`src/rtl/dma_lvl_pkg.sv`:
```
package dma_lvl_pkg;

    typedef enum logic [1:0] {
        SEQ_IDLE = 2'd0,
        SEQ_OPEN = 2'd1,
        SEQ_XFER = 2'd2
    } seq_state_e;

    typedef struct packed {
        logic accept_open;
        logic busy;
        logic start;
    } seq_ctl_t;

    function automatic seq_ctl_t decode_state(seq_state_e st, logic held, logic brk);
        seq_ctl_t c;
        c.accept_open = (st == SEQ_OPEN);
        c.busy        = (st == SEQ_XFER);
        c.start       = (st == SEQ_OPEN) && held && brk;
        return c;
    endfunction

endpackage

```
`src/rtl/dma_lvl_sampler.sv`:
```
module dma_lvl_sampler (
    input  logic clk,
    input  logic rst,
    input  logic accept_open,
    input  logic req_n,
    input  logic consume,
    output logic held_o
);
    logic held_q;

    always_ff @(posedge clk) begin
        if (rst) begin
            held_q <= 1'b0;
        end else if (consume) begin
            held_q <= 1'b0;
        end else if (accept_open && !req_n) begin
            held_q <= 1'b1;
        end
    end

    assign held_o = held_q;

    // a held request may only appear after a cycle with acceptance open
    assert_held_only_open_R6: assert property (@(posedge clk) disable iff (rst)
        $rose(held_q) |-> $past(accept_open));

endmodule

```
`src/rtl/dma_lvl_window.sv`:
```
module dma_lvl_window #(
    parameter int MIN_CLR = 2
) (
    input  logic clk,
    input  logic rst,
    input  logic arm,
    input  logic active,
    input  logic xfer_done,
    input  logic tc,
    output logic release_o,
    output logic last_o
);
    localparam int CW = $clog2(MIN_CLR + 1);
    localparam logic [CW-1:0] GAP_LAST = CW'(MIN_CLR - 1);
    localparam logic [CW-1:0] GAP_MAX  = CW'(MIN_CLR);

    logic [CW-1:0] gap_q;
    logic          done_q;
    logic          tc_q;
    logic          done_any;
    logic          tc_any;

    assign done_any  = done_q | xfer_done;
    assign tc_any    = tc_q | (xfer_done & tc);
    assign release_o = active && done_any && (gap_q >= GAP_LAST);
    assign last_o    = tc_any;

    always_ff @(posedge clk) begin
        if (rst || arm) begin
            gap_q  <= '0;
            done_q <= 1'b0;
            tc_q   <= 1'b0;
        end else if (active && !release_o) begin
            if (gap_q != GAP_MAX) begin
                gap_q <= gap_q + 1'b1;
            end
            done_q <= done_any;
            tc_q   <= tc_any;
        end
    end

    // completion latched before the minimum gap must survive until release
    assert_done_kept_R7: assert property (@(posedge clk) disable iff (rst)
        (active && xfer_done && !release_o && !arm) |=> done_q);

endmodule

```
`src/rtl/dma_lvl_fsm.sv`:
```
module dma_lvl_fsm
    import dma_lvl_pkg::*;
(
    input  logic     clk,
    input  logic     rst,
    input  logic     en_wr_done,
    input  logic     held,
    input  logic     bus_brk,
    input  logic     release_i,
    input  logic     last_i,
    output seq_ctl_t ctl_o
);
    seq_state_e state_q;
    seq_state_e state_d;
    seq_ctl_t   ctl;

    assign ctl   = decode_state(state_q, held, bus_brk);
    assign ctl_o = ctl;

    always_comb begin
        state_d = state_q;
        unique case (state_q)
            SEQ_IDLE: if (en_wr_done) state_d = SEQ_OPEN;
            SEQ_OPEN: if (ctl.start)  state_d = SEQ_XFER;
            SEQ_XFER: if (release_i)  state_d = last_i ? SEQ_IDLE : SEQ_OPEN;
            default:                  state_d = SEQ_IDLE;
        endcase
    end

    always_ff @(posedge clk) begin
        if (rst) state_q <= SEQ_IDLE;
        else     state_q <= state_d;
    end

    // strobes outside idle never change the sequencing state
    assert_strobe_ignored_R9: assert property (@(posedge clk) disable iff (rst)
        (state_q == SEQ_OPEN && !ctl.start) |=> state_q == SEQ_OPEN);

endmodule

```
`src/rtl/dma_lvl_req_seq.sv`:
```
module dma_lvl_req_seq
    import dma_lvl_pkg::*;
#(
    parameter int MIN_CLR = 2
) (
    input  logic clk,
    input  logic rst,
    input  logic en_wr_done,
    input  logic req_n,
    input  logic bus_brk,
    input  logic xfer_done,
    input  logic tc,
    output logic held_req,
    output logic start_xfer,
    output logic busy
);
    seq_ctl_t ctl;
    logic     held;
    logic     win_release;
    logic     win_last;

    dma_lvl_sampler u_sampler (
        .clk        (clk),
        .rst        (rst),
        .accept_open(ctl.accept_open),
        .req_n      (req_n),
        .consume    (ctl.start),
        .held_o     (held)
    );

    dma_lvl_window #(.MIN_CLR(MIN_CLR)) u_window (
        .clk      (clk),
        .rst      (rst),
        .arm      (ctl.start),
        .active   (ctl.busy),
        .xfer_done(xfer_done),
        .tc       (tc),
        .release_o(win_release),
        .last_o   (win_last)
    );

    dma_lvl_fsm u_fsm (
        .clk       (clk),
        .rst       (rst),
        .en_wr_done(en_wr_done),
        .held      (held),
        .bus_brk   (bus_brk),
        .release_i (win_release),
        .last_i    (win_last),
        .ctl_o     (ctl)
    );

    assign held_req   = held;
    assign start_xfer = ctl.start;
    assign busy       = ctl.busy;

    assert_start_needs_held_R4: assert property (@(posedge clk) disable iff (rst)
        start_xfer |-> (held_req && bus_brk));

    assert_start_single_R5: assert property (@(posedge clk) disable iff (rst)
        start_xfer |=> !start_xfer);

    assert_busy_after_start_R4: assert property (@(posedge clk) disable iff (rst)
        $rose(busy) |-> $past(start_xfer));

    assert_min_window_R7: assert property (@(posedge clk) disable iff (rst)
        $fell(busy) |-> $past(busy, 2));

    assert_no_held_busy_R6: assert property (@(posedge clk) disable iff (rst)
        busy |-> !held_req);

endmodule

```
`config.mk`:
```
export PLATFORM = sky130hd
export DESIGN_NAME = dma_lvl_req_seq
export DESIGN_NICKNAME = d
export VERILOG_FILES = /design/src/rtl/dma_lvl_pkg.sv /design/src/rtl/dma_lvl_sampler.sv /design/src/rtl/dma_lvl_window.sv /design/src/rtl/dma_lvl_fsm.sv /design/src/rtl/dma_lvl_req_seq.sv
export SDC_FILE = /design/constraint.sdc
export NUM_CORES = 1
export LEC_CHECK = 0
export ABC_AREA = 1
export CORE_AREA = 2 2 39 41
export CTS_CLUSTER_SIZE = 24
export DETAILED_ROUTE_END_ITERATION = 12
export DIE_AREA = 0 0 41 43
export PLACE_DENSITY = 0.49
export SLEW_MARGIN = 20
export SYNTH_ARGS = -nofsm -noshare
export SYNTH_HDL_FRONTEND = slang
export SYNTH_SLANG_ARGS = --single-unit
```
`constraint.sdc`:
```
create_clock -name clk -period 2.3 [get_ports clk]
set_clock_uncertainty 0.05 [all_clocks]
set_input_delay 0.345 -clock clk [delete_from_list [all_inputs] [get_ports clk]]
set_output_delay 0.345 -clock clk [all_outputs]
set_load 0.03 [all_outputs]
```
# == After elaboration in Yosys (flattened, before gate mapping) ==
# Index checks and enable logic that the tools add are counted.
# totals
regBits,7
# classes
order_cmp,1
n_bitwise,3
reduce_logical,13
add_sub_neg,1
n_eq_ne,6
muxes,5
# ops
cell,count
1-bit logical AND,6
2-bit 2-to-1 mux,3
"2-bit inequality test, second input constant",3
2-bit one-hot mux with 3 select lines,1
3-bit AND reduction,1
"2-bit by 1-bit adder with 2-bit output, second input constant",1
"2-bit by 1-bit equality test with 1-bit output, second input constant",1
"2-bit equality test, second input constant",1
"2-bit by 1-bit >= comparator with 1-bit output, second input constant",1
1-bit logical NOT,2
2-bit logical NOT,1
"2-bit by 1-bit inequality test with 1-bit output, second input constant",1
1-bit OR,2
2-bit AND reduction,1
2-bit OR reduction,1
1-bit AND,1
1-bit logical OR,1
1-bit 2-to-1 mux,1

# == Longest topological paths before layout ==
# logic_depth
ltp_word,6
mapped_depth,8
ltp_nobuf,8

# == By module ==
# From an unflattened synthesis, not the netlist that was laid out.
# unflattened
hier_cells,64
hier_area_um2,436.7
# by_module_without_submodules
mod,seq_area_each_um2,area_each_um2,cells_each,instances
dma_lvl_window,80.1,251.5,37,1
dma_lvl_fsm,40.0,133.9,19,1
dma_lvl_sampler,20.0,51.3,8,1

# == Least setup slack after synthesis ==
# OpenSTA, ideal clock, no wires.
# synth_path
kind,flip-flop to flip-flop
startpoint,register u_sampler.held_q (netlist: u_sampler.held_o)
endpoint,register u_window.done_q
path_slack_ns,0.906
arrival_ns,1.228
stages_incl_launch_ff,6
path_cell_list,dfxtp_1 nand2_1 nor3_4 nor2_2 o21ai_0 nor2_1
# synth_via
elab_chain_len,3
# synth_lines
item,line,text
start: declaration,dma_lvl_sampler.sv:9,logic held_q;
start signal: assignment,dma_lvl_sampler.sv:13,held_q <= 1'b0;
start signal: assignment,dma_lvl_sampler.sv:15,held_q <= 1'b0;
start signal: assignment,dma_lvl_sampler.sv:17,held_q <= 1'b1;
1-bit logical AND (2 in series),dma_lvl_pkg.sv:19,c.start = (st == SEQ_OPEN) && held && brk;
named net start_xfer,dma_lvl_req_seq.sv:14,"output logic start_xfer,"
1-bit logical OR,dma_lvl_window.sv:29,if (rst || arm) begin
end signal: assignment,dma_lvl_window.sv:37,done_q <= done_any;
end: declaration,dma_lvl_window.sv:18,logic done_q;
# The timed path passes the listed nets, and every way through them passes these cells.
# A chain may end at the register's enable or synchronous reset.

# == Worst setup path after layout ==
# layout_path
startpoint,input bus_brk
endpoint,output start_xfer
# layout_via
elab_chain_len,1
# layout_lines
item,line,text
start: declaration,dma_lvl_req_seq.sv:10,"input logic bus_brk,"
1-bit logical AND,dma_lvl_pkg.sv:19,
end: declaration,dma_lvl_req_seq.sv:14,
# No other way between the ends.

==> run_results.csv <==
group,metric,value,unit
die,die_h,43,um
detailed_routing,viasPerCell,4.154,
place,io_buffers,9,
logic_synthesis,synth-compound-area-share,10.92,%
sta,fin_ws,0.1447,ns
clock_tree,post-cts-setup-buffers,0,
worst_setup_path,worstPathRequired,1.90,ns
detailed_routing,vias,324,
clock_tree,worstSkewPairLatency,0.25,ns
global_route,grt_pass1_wl,1152,um
detailed_routing,routed_wl,692,um
logic_synthesis,synthMuxAreaShare,0,%
logic_synthesis,synth_cells,49,
die,die_w,41,um
clock_tree,post_cts_resized,0,
sta,setup_tns,0,ns
die,design.die.area,1763,um2
outcome,status,"complete, no violations",
power,ir_drop,0.0002365,V
worst_setup_path,crit_slowest_cell,"clkdlybuf4s50_1",
place,dpl_worst_slack,0.1357,ns
logic_synthesis,ys_warn_count,0,
logic_synthesis,synth_fa_ha_area_share,6.826,%
clock_tree,clk_pin_slew,0.06,ns
global_route,first_global_vias,298,
detailed_routing,dr.pass1.iters,2,
logic_synthesis,synthSimpleGateAreaFrac,35.84,%
logic_synthesis,synth.avg_cell_area,7.482,um2
finish,fin_nets,72,
place,gp_congestion,0.6235,
detailed_routing,wl_per_cell,8.872,um
die,start_util,26.49,%
detailed_routing,ant_nets,0,
sta,relSlewSlack,79.80,%
clock_tree,cts_tree,"yes",
global_route,gr-total-overflow,0,
worst_setup_path,crit_arrival,1.76,ns
finish,fillers,153,
die,ioPinCount,10,
logic_synthesis,synth_nets,58,
logic_synthesis,synth_top_family_by_area,"simple AND/OR/NAND/NOR gates",
power,power.density,558.4,nW/um2
sta,min_period,2.155,ns
global_route,antenna_found_initial,0,
worst_setup_path,crit_family,"buffers and inverters",
clock_tree,root_buffer,"clkbuf_4",
finish,seq_area,140.1,um2
sta,final_hold_viol_count,0,
sta,tightest_slew,0.3020,ns
finish,final_layout_size_suffix_gt1_share,17.74,%
worst_setup_path,path_cells,"clkdlybuf4s50_1 > nand2_1 > nor3_4 > clkdlybuf4s50_1",
global_route,grt_max_degree,6,
logic_synthesis,synth_area,366.6,um2
place,dp_hpwl,554.8,um
sta,hold_ws,0.4126,ns
sta,slew_viol_final,0,
logic_synthesis,synth.distinct_cells,19,
logic_synthesis,yosys.area_share.xor_xnor,0,%
finish,syn2layout_area_growth,37.20,%
global_route,track_usage,9.980,%
clock_tree,numClockSinks,7,
worst_setup_path,crit_type,"primary input to output port",
worst_setup_path,cpPeakStageDelay,0.70,ns
logic_synthesis,seq_area_frac_synth,38.23,%
worst_setup_path,cp-start-kind,"primary input",
sta,rsz0062_at_grt,"false",
worst_setup_path,crit_buf_inv,2,
flow_run,cap_viol_max_count,0,
finish,antenna_cells,0,
worst_setup_path,cp-end-kind,"output port",
sta,setup_viol,0,
detailed_routing,drc,0,
clock_tree,cts_made_buffers,3,
worst_setup_path,worstPathMaxFanout,3,
worst_setup_path,cpMostUsedCell,"clkdlybuf4s50_1",
power,p_leak,0.0002158,uW
clock_tree,cts_max_path_buffers,2,
detailed_routing,drt_iter0_markers,1,
die,core,1384,um2
sta,final.period_utilization,93.71,%
die,rows,14,
sta,fmaxAchievable,464.0,MHz
logic_synthesis,ys_seq_elements,7,
clock_tree,cts-htree-levels,1,
clock_tree,cts_hold_buf,0,
worst_hold_path,worstHoldPathType,"register to register",
finish,multi_input_area,196.4,um2
[synthesized netlist by cell type]
cell     instances  area (um2)
dfxtp_1          7       140.1
nor2_2           1       6.260
nand4_1          1       6.260
nand3_2          1       10.01
inv_1            6       22.52
or2_2            1       6.260
inv_2            2       7.510
nor2_1          10       37.54
a21oi_1          2       10.01
ha_1             2       25.02
o21ai_0          2       10.01
o21a_1           1       7.510
nand2_1          7       26.28
o21ai_1          1       5.000
nor3_1           1       5.000
a21o_1           1       7.510
nor2_4           1       11.26
nor3_4           1       16.27
nand2_2          1       6.260
[metrics by stage]
step	utilization, %	instances	total power, uW	instance area, um2
final	36.35	78	280.9	503.0
after CTS	36.35	78	286.2	503.0
after floorplan	-	49	151.8	366.6
after detailed placement	34.45	74	170.4	476.7
after global placement	34.45	74	170.4	476.7
after global routing	36.35	78	296.6	503.0
[layout by cell type, fill, tap and decap left out, types with 2 or more instances in the layout]
| master | Yosys | routed |
|---|---|---|
| o21ai_0 | 2 | 2 |
| inv_2 | 2 | 2 |
| ha_1 | 2 | 2 |
| clkdlybuf4s50_1 | 0 | 9 |
| clkbuf_4 | 0 | 3 |
| nand2_1 | 7 | 7 |
| dfxtp_1 | 7 | 7 |
| inv_1 | 6 | 6 |
| a21oi_1 | 2 | 2 |
| nor2_1 | 10 | 10 |
[cell type report]
type / instances / share of cell area (%)
Multi-Input combinational cell: 34 / 39.05
Sequential cell: 7 / 27.86
Timing Repair Buffer: 9 / 17.91
Inverter: 8 / 5.970
Clock buffer: 4 / 5.224
Tap cell: 16 / 3.980
[registers in the layout (all words and copies together), names as in the netlist]
name	count
u_window.gap_q	2
u_window.tc_q	1
u_sampler.held_o	1
u_window.done_q	1
u_fsm.state_q	2
[worst reg2reg max path: cells and delay by family (launching register included)]
kind                     cells  cell delay, ns
flip-flops                   1            0.33
AO/OA/AOI/OAI                1            0.11
AND/OR/NAND/NOR              3            0.23
buffers and inverters        3            0.17
adder cells (fa/ha/maj)      1            0.19
[path summary, 6_finish.rpt]
kind	start	end	slack, ns	cells past startpoint
worst max-delay path	bus_brk	start_xfer	0.14	4
worst min-delay path	u_window.gap_q[0]	u_window.gap_q[0]	0.41	2
worst max register to register	u_window.gap_q[0]	u_window.tc_q	1.09	8
worst min register to register	u_window.gap_q[0]	u_window.gap_q[0]	0.41	2
[logic make-up (layout without fill, tap and decap cells)]
| group | Yosys count | count (layout) |
|---|---|---|
| compound gates | 7 | 7 |
| fa+ha+maj | 2 | 2 |
| buf+inv | 8 | 21 |
| flops | 7 | 7 |
| simple gates | 25 | 25 |
[layer usage]
layer | vias to the layer above | wire length, um | global-route usage (%)
met5 | - | 0 | 0
met4 | 0 | 17 | 10.00
met3 | 2 | 22 | 1.571
met2 | 6 | 308 | 12.81
met1 | 136 | 343 | 13.03
li1 | 180 | - | -
[report_power, final]
| part | internal, uW | switching, uW |
|---|---|---|
| clock network | 66.3 | 47.3 |
| registers | 125 | 3.75 |
| logic | 19.9 | 18.5 |
| total | 211 | 69.5 |
Power figures use the tool's default switching activity.
